===== src/rtl/bcc_pkg.sv =====
package bcc_pkg;

    typedef enum logic [2:0] {
        CYC_IDLE    = 3'd0,
        CYC_FETCH   = 3'd1,
        CYC_MEM_RD  = 3'd2,
        CYC_MEM_WR  = 3'd3,
        CYC_IO_RD   = 3'd4,
        CYC_IO_WR   = 3'd5,
        CYC_INTACK  = 3'd6,
        CYC_REFRESH = 3'd7
    } cyc_e;

    // Strobes after polarity conversion: 1 means asserted.
    typedef struct packed {
        logic m1;
        logic mreq;
        logic iorq;
        logic rd;
        logic wr;
        logic rfsh;
        logic halt;
    } strobe_t;

    localparam int STROBE_W = $bits(strobe_t);

    typedef struct packed {
        cyc_e kind;
        logic bad;
    } verdict_t;

    function automatic verdict_t classify(strobe_t s);
        verdict_t v;
        v.kind = CYC_IDLE;
        v.bad  = 1'b0;
        if (s.rd && s.wr) begin
            v.bad = 1'b1;
        end else if (s.mreq && s.iorq) begin
            v.bad = 1'b1;
        end else if (s.mreq) begin
            if (s.rfsh) begin
                if (s.m1 || s.rd || s.wr) v.bad  = 1'b1;
                else                      v.kind = CYC_REFRESH;
            end else if (s.m1) begin
                if (s.wr) v.bad  = 1'b1;
                else      v.kind = CYC_FETCH;
            end else if (s.rd) begin
                v.kind = CYC_MEM_RD;
            end else if (s.wr) begin
                v.kind = CYC_MEM_WR;
            end
        end else if (s.iorq) begin
            if (s.m1) begin
                if (s.rd || s.wr) v.bad  = 1'b1;
                else              v.kind = CYC_INTACK;
            end else if (s.rd) begin
                v.kind = CYC_IO_RD;
            end else if (s.wr) begin
                v.kind = CYC_IO_WR;
            end
        end
        return v;
    endfunction

    function automatic logic kind_is_mem(cyc_e k);
        return (k == CYC_FETCH) || (k == CYC_MEM_RD) || (k == CYC_MEM_WR);
    endfunction

    function automatic logic kind_is_port(cyc_e k);
        return (k == CYC_IO_RD) || (k == CYC_IO_WR);
    endfunction

endpackage


===== src/rtl/bcc_sync.sv =====
module bcc_sync #(
    parameter int WIDTH  = 1,
    parameter int STAGES = 2
) (
    input  logic             clk,
    input  logic             rst,
    input  logic [WIDTH-1:0] d,
    output logic [WIDTH-1:0] q
);

    for (genvar g = 0; g < STAGES; g++) begin : g_stage
        logic [WIDTH-1:0] r;
        if (g == 0) begin : g_first
            always_ff @(posedge clk) begin
                if (rst) r <= '0;
                else     r <= d;
            end
        end else begin : g_next
            always_ff @(posedge clk) begin
                if (rst) r <= '0;
                else     r <= g_stage[g-1].r;
            end
        end
    end

    assign q = g_stage[STAGES-1].r;

endmodule


===== src/rtl/bcc_decode.sv =====
module bcc_decode
    import bcc_pkg::*;
#(
    parameter int PORT_W = 8,
    parameter int ROW_W  = 7
) (
    input  logic              clk,
    input  logic              rst,
    input  strobe_t           strb_i,
    input  logic [PORT_W-1:0] addr_i,
    output cyc_e              kind_o,
    output logic              start_o,
    output logic              mem_sel_o,
    output logic              io_sel_o,
    output logic              rfsh_sel_o,
    output logic              err_o,
    output logic              halted_o,
    output logic [PORT_W-1:0] port_o,
    output logic [ROW_W-1:0]  row_addr_o
);

    verdict_t          verd;
    cyc_e              kind_q;
    logic              start_q, mem_q, io_q, rf_q, err_q, halt_q;
    logic [PORT_W-1:0] port_q;
    logic [ROW_W-1:0]  row_q;

    always_comb verd = classify(strb_i);

    always_ff @(posedge clk) begin
        if (rst) begin
            kind_q  <= CYC_IDLE;
            start_q <= 1'b0;
            mem_q   <= 1'b0;
            io_q    <= 1'b0;
            rf_q    <= 1'b0;
            err_q   <= 1'b0;
            halt_q  <= 1'b0;
            port_q  <= '0;
            row_q   <= '0;
        end else begin
            kind_q  <= verd.kind;
            start_q <= (verd.kind != CYC_IDLE) && (verd.kind != kind_q);
            mem_q   <= kind_is_mem(verd.kind);
            io_q    <= kind_is_port(verd.kind);
            rf_q    <= (verd.kind == CYC_REFRESH);
            halt_q  <= strb_i.halt;
            row_q   <= addr_i[ROW_W-1:0];
            if (verd.bad) err_q <= 1'b1;
            if (kind_is_port(verd.kind)) port_q <= addr_i;
        end
    end

    assign kind_o     = kind_q;
    assign start_o    = start_q;
    assign mem_sel_o  = mem_q;
    assign io_sel_o   = io_q;
    assign rfsh_sel_o = rf_q;
    assign err_o      = err_q;
    assign halted_o   = halt_q;
    assign port_o     = port_q;
    assign row_addr_o = row_q;

    a_r5_one_select: assert property (@(posedge clk) disable iff (rst)
        $onehot0({mem_q, io_q, rf_q}));
    a_r5_mem_kind: assert property (@(posedge clk) disable iff (rst)
        mem_q |-> (kind_q == CYC_FETCH || kind_q == CYC_MEM_RD || kind_q == CYC_MEM_WR));
    a_r4_start_nonidle: assert property (@(posedge clk) disable iff (rst)
        start_q |-> kind_q != CYC_IDLE);
    a_r4_start_changed: assert property (@(posedge clk) disable iff (rst)
        start_q |-> kind_q != $past(kind_q));
    a_r9_err_sticky: assert property (@(posedge clk) disable iff (rst)
        err_q |=> err_q);
    a_r9_bad_is_idle: assert property (@(posedge clk) disable iff (rst)
        $rose(err_q) |-> kind_q == CYC_IDLE);
    a_r6_port_hold: assert property (@(posedge clk) disable iff (rst)
        !$stable(port_q) |-> (kind_q == CYC_IO_RD || kind_q == CYC_IO_WR));

endmodule


===== src/rtl/bcc_refresh.sv =====
module bcc_refresh
    import bcc_pkg::*;
#(
    parameter int ROW_W = 7,
    parameter int CNT_W = 16
) (
    input  logic             clk,
    input  logic             rst,
    input  cyc_e             kind_i,
    input  logic             start_i,
    input  logic [ROW_W-1:0] row_addr_i,
    output logic [ROW_W-1:0] row_o,
    output logic [CNT_W-1:0] count_o,
    output logic             mismatch_o
);

    localparam logic [ROW_W-1:0] ROW_STEP = ROW_W'(1);
    localparam logic [CNT_W-1:0] CNT_STEP = CNT_W'(1);

    logic             hit;
    logic [ROW_W-1:0] row_q, row_next_exp;
    logic [CNT_W-1:0] cnt_q;
    logic             have_q, mism_q;

    assign hit          = start_i && (kind_i == CYC_REFRESH);
    assign row_next_exp = row_q + ROW_STEP;

    always_ff @(posedge clk) begin
        if (rst) begin
            row_q  <= '0;
            cnt_q  <= '0;
            have_q <= 1'b0;
            mism_q <= 1'b0;
        end else if (hit) begin
            row_q  <= row_addr_i;
            cnt_q  <= cnt_q + CNT_STEP;
            have_q <= 1'b1;
            if (have_q && (row_addr_i != row_next_exp)) mism_q <= 1'b1;
        end
    end

    assign row_o      = row_q;
    assign count_o    = cnt_q;
    assign mismatch_o = mism_q;

    a_r8_mismatch_sticky: assert property (@(posedge clk) disable iff (rst)
        mism_q |=> mism_q);
    a_r8_first_exempt: assert property (@(posedge clk) disable iff (rst)
        $rose(mism_q) |-> $past(have_q));
    a_r7_count_step: assert property (@(posedge clk) disable iff (rst)
        !$stable(cnt_q) |-> cnt_q == $past(cnt_q) + CNT_STEP);
    a_r7_row_on_refresh: assert property (@(posedge clk) disable iff (rst)
        !$stable(row_q) |-> $past(start_i && kind_i == CYC_REFRESH));

endmodule


===== src/rtl/bus_cycle_classifier.sv =====
module bus_cycle_classifier
    import bcc_pkg::*;
#(
    parameter int ADDR_W      = 16,
    parameter int PORT_W      = 8,
    parameter int ROW_W       = 7,
    parameter int CNT_W       = 16,
    parameter int SYNC_STAGES = 2
) (
    input  logic              clk,
    input  logic              rst,
    input  logic              m1_n,
    input  logic              mreq_n,
    input  logic              iorq_n,
    input  logic              rd_n,
    input  logic              wr_n,
    input  logic              rfsh_n,
    input  logic              halt_n,
    input  logic [ADDR_W-1:0] addr,
    output logic [2:0]        cyc_type,
    output logic              cyc_start,
    output logic              mem_sel,
    output logic              io_sel,
    output logic              rfsh_sel,
    output logic [PORT_W-1:0] io_port,
    output logic [ROW_W-1:0]  rfsh_row,
    output logic [CNT_W-1:0]  rfsh_count,
    output logic              halted,
    output logic              err_flag,
    output logic              seq_mismatch
);

    strobe_t           strb_raw, strb_s;
    logic [PORT_W-1:0] addr_s;
    logic              unused_addr_hi;
    cyc_e              kind;
    logic              start;
    logic [ROW_W-1:0]  row_addr;

    assign unused_addr_hi = ^addr[ADDR_W-1:PORT_W];

    always_comb begin
        strb_raw.m1   = ~m1_n;
        strb_raw.mreq = ~mreq_n;
        strb_raw.iorq = ~iorq_n;
        strb_raw.rd   = ~rd_n;
        strb_raw.wr   = ~wr_n;
        strb_raw.rfsh = ~rfsh_n;
        strb_raw.halt = ~halt_n;
    end

    bcc_sync #(.WIDTH(STROBE_W), .STAGES(SYNC_STAGES)) u_sync_strb (
        .clk (clk),
        .rst (rst),
        .d   (strb_raw),
        .q   (strb_s)
    );

    bcc_sync #(.WIDTH(PORT_W), .STAGES(SYNC_STAGES)) u_sync_addr (
        .clk (clk),
        .rst (rst),
        .d   (addr[PORT_W-1:0]),
        .q   (addr_s)
    );

    bcc_decode #(.PORT_W(PORT_W), .ROW_W(ROW_W)) u_decode (
        .clk        (clk),
        .rst        (rst),
        .strb_i     (strb_s),
        .addr_i     (addr_s),
        .kind_o     (kind),
        .start_o    (start),
        .mem_sel_o  (mem_sel),
        .io_sel_o   (io_sel),
        .rfsh_sel_o (rfsh_sel),
        .err_o      (err_flag),
        .halted_o   (halted),
        .port_o     (io_port),
        .row_addr_o (row_addr)
    );

    bcc_refresh #(.ROW_W(ROW_W), .CNT_W(CNT_W)) u_refresh (
        .clk        (clk),
        .rst        (rst),
        .kind_i     (kind),
        .start_i    (start),
        .row_addr_i (row_addr),
        .row_o      (rfsh_row),
        .count_o    (rfsh_count),
        .mismatch_o (seq_mismatch)
    );

    assign cyc_type  = kind;
    assign cyc_start = start;

endmodule


===== config.mk =====
export PLATFORM = sky130hd
export DESIGN_NAME = bus_cycle_classifier
export DESIGN_NICKNAME = d
export VERILOG_FILES = /design/src/rtl/bcc_pkg.sv /design/src/rtl/bcc_sync.sv /design/src/rtl/bcc_decode.sv /design/src/rtl/bcc_refresh.sv /design/src/rtl/bus_cycle_classifier.sv
export SDC_FILE = /design/constraint.sdc
export NUM_CORES = 1
export LEC_CHECK = 0
export CAP_MARGIN = 20
export CORE_MARGIN = 8
export CORE_UTILIZATION = 54
export DETAILED_ROUTE_END_ITERATION = 12
export PLACE_DENSITY = 0.95
export SLEW_MARGIN = 20
export SYNTH_ARGS = -nofsm -noshare
export SYNTH_HDL_FRONTEND = slang
export SYNTH_HIERARCHICAL = 1
export SYNTH_SLANG_ARGS = --single-unit

===== constraint.sdc =====
create_clock -name clk -period 3.1 [get_ports clk]
set_clock_uncertainty 0.2 [all_clocks]
set_input_delay 0.62 -clock clk [delete_from_list [all_inputs] [get_ports clk]]
set_output_delay 0.62 -clock clk [all_outputs]
set_load 0.01 [all_outputs]

==> metrics.yaml <==
worst-slew-pin-transition_ns: 0.5005
dp_hpwl_mm: 4.325
hold_start: "u_sync_strb/g_stage[0].r[1]$_SDFF_PP0_"
reg2reg_to: "u_refresh/mismatch_o$_SDFFE_PP0P_"
coreArea_um2: 5540
slew-limit-headroom_pct: 66.63
power_leakage_nw: 1.582
synth_area_per_cell_um2: 9.946
slowest_stage: "clkdlybuf4s50_1"
cts_buffer_depth: 2
maxCapViolCount: 0
dieArea_um2: 8450
ioPinCount: 66
critPathTopFamily: "buffers and inverters"
start_util_pct: 56.19
ys_top_cells_by_count: "79 x dfxtp_1, 33 x nor2_1, 27 x nand2_1, 20 x xor2_1, 17 x nor2b_2"
layout-drive-gt1-share_pct: 14.40
rsz0062_at_grt: "no"
yosysTopAreaCell: "dfxtp_1"
synth_edf_count: 0
switchingPower_mw: 0.4160
yosysWarnings: 6
vias: 2325
period_share_pct: 72.25
n_fill_cell: 417
wl_met3_um: 456
synth_seq_area_share_pct: 50.80
synth.most_common_cell: "dfxtp_1"
num_rows: 27
clkLatencyLatePin_ns: 0.34
power_frac_seq_pct: 53.6
critical_path_class: "register to output port"
vias_per_cell: 5.201
cp_cell_sequence: "clkdlybuf4s50_1"
r2r_start: "u_refresh/row_o[0]$_SDFFE_PP0P_"
path_clk_slew_ns: 0.08
critPathArrivalTime_ns: 1.42
cts_tree: "built"
die_h_um: 91.93
netlist_top_cells_area: "dfxtp_1 51%, xor2_1 5.6%, nor2b_2 4.8%"
synthArstFlopShare_pct: 0
fin_cells: 447
grt_max_degree: 40
wl_per_cell_um: 13.39
setup_tns_ns: 0
cts_resized: 0
highest_layer: "met4"
startpoint_type: "register"
track_usage_pct: 14.42
gp_congestion: 0.8764
dp.cells: 431
cts_hold_buf: 0
cp_max_fo: 7
synth_seq_cells: 79
h-tree-depth: 3
synth_top_area_share_pct: 50.80
end_kind: "output port"
cp_num_buf_inv: 1
post_dp_cell_area_um2: 3726
cts_buffers: 9
hp-class: "register to register"
nNetsFinal: 397
portBuffers: 57
pwr-share-clk_pct: 41.5
hold_violations: 0
drt-met1-wl_mm: 2.540
antenna_found_initial: 0
grt.overflow.total: 0
swShare_pct: 21.20
combPwrFrac_pct: 4.9
ir_drop_mv: 0.4691
wl_met2_mm: 2.899
max_stage_delay_ns: 0.62
syn_nets: 340
r2r_setup_slack_ns: 1.10
area_growth_pct: 26.81
power_density_nw_per_um2: 497.1
cts_root_buf: "clkbuf_8"
netlist_area_um2: 3113
post-route-util_pct: 71.25
grt_pass1_vias: 2247
post-cts-setup-buffer-count: 0
slew_violations: 0
ys.flop_type: "dfxtp_1"
ant_nets: 0
path_depth: 1
required_ns: 2.28
status: "finished clean"
min_period_ns: 2.240
netlist_instances: 313
diodes: 0
drc_errors: 0
first_iter_violations: 91
internal_power_mw: 1.547
fmax_mhz: 446.5
cts.sinks: 79
min_path_cells: 1
synth_cell_types: 51
min_to: "u_sync_strb/q[1]$_SDFF_PP0_"
routed_wl_mm: 5.987
reg2reg_depth: 6
setup_viol: 0
grt_pass1_wl_mm: 9.949
drt_pass1_iterations: 4
die_w_um: 91.93
stdcell_area_um2: 3948
[how the worst max path moves through the flow]
stage | to | slack [ns] | from
2_1_floorplan | u_refresh/mismatch_o$_SDFFE_PP0P_ | 1.14 | u_refresh/row_o[0]$_SDFFE_PP0P_
3_3_place_gp | u_refresh/mismatch_o$_SDFFE_PP0P_ | 1.16 | u_refresh/row_o[0]$_SDFFE_PP0P_
3_5_place_dp | u_refresh/mismatch_o$_SDFFE_PP0P_ | 1.12 | u_refresh/row_o[0]$_SDFFE_PP0P_
4_1_cts | rfsh_row[0] | 0.84 | u_refresh/row_o[0]$_SDFFE_PP0P_
5_1_grt | rfsh_row[0] | 0.78 | u_refresh/row_o[0]$_SDFFE_PP0P_
6_report | rfsh_row[0] | 0.86 | u_refresh/row_o[0]$_SDFFE_PP0P_
[stage by stage]
stage	setup WS (ns)	power (mW)	hold WS [ns]
6_report	0.8601	1.962	0.2389
5_1_grt	0.7797	2.050	0.2507
4_1_cts	0.8446	1.983	0.2437
3_5_place_dp	1.117	1.172	0.2200
3_3_place_gp	1.156	1.167	0.2137
2_1_floorplan	1.136	1.133	0.2109
[routing by layer]
layer	GRT usage [%]	vias to the layer above
li1	-	1162
met1	14.94	1088
met2	24.79	68
met3	5.542	7
met4	7.517	0
met5	0	-
[power groups by stage]
stage / Clock, mW / Sequential (mW) / Combinational (mW)
after CTS: 0.834 / 1.05 / 0.0965
after floorplan: 0 / 1.07 / 0.0633
after global placement: 0 / 1.07 / 0.0923
final: 0.814 / 1.05 / 0.0956
after global routing: 0.890 / 1.06 / 0.104
after detailed placement: 0 / 1.08 / 0.0959
[area by class of cell]
cell class | instances | area [µm²] | area share (%)
flip-flops and latches | 79 | 1582 | 40.06
inverters | 8 | 30.03 | 0.7607
clock inverters | 7 | 97.59 | 2.472
well taps | 72 | 90.09 | 2.282
multi-input cells | 212 | 1424 | 36.07
clock buffers | 9 | 123.9 | 3.138
repair buffers | 60 | 600.6 | 15.21
[placed cells by master (no fill, tap or decap), types with 2 or more instances in the layout]
master / count
ha_1: 2
nor2b_2: 17
nand4b_1: 2
dfxtp_1: 79
clkbuf_8: 9
a211oi_1: 4
or3_1: 3
nand2b_1: 2
bufinv_16: 2
and3_1: 3
nor4_1: 3
nor2_1: 33
xnor2_1: 6
and2b_2: 6
nand4_1: 4
buf_4: 2
mux2i_1: 8
a22oi_1: 2
a21oi_1: 15
o211a_1: 2
xor2_1: 20
nand3_1: 6
and4_4: 2
nand2_1: 27
clkinvlp_4: 2
inv_1: 8
nand3b_1: 3
and2b_1: 3
o21ai_0: 4
clkinv_4: 2
clkdlybuf4s50_1: 56
nor2b_1: 14
[state kept, by name, indices dropped and copies added, names as in the netlist, 3 cells and up]
register and count:
u_decode/kind_o 3, u_decode/port_o 8, u_decode/row_addr_o 7, u_refresh/count_o 16, u_refresh/row_o 7, u_sync_addr/g_stage.r 8
u_sync_addr/q 8, u_sync_strb/g_stage.r 7, u_sync_strb/q 7
[logic make-up after synthesis]
logic type / count (synthesis) / synth area share, %
adder cells (fa/ha/maj): 2 / 0.8037
AO/OA/AOI/OAI: 35 / 7.195
multiplexers: 9 / 2.934
buffers and inverters: 22 / 3.456
AND/OR/NAND/NOR: 139 / 26.73
XOR/XNOR: 27 / 8.079
flip-flops: 79 / 50.80
Power figures use the tool's default switching activity.
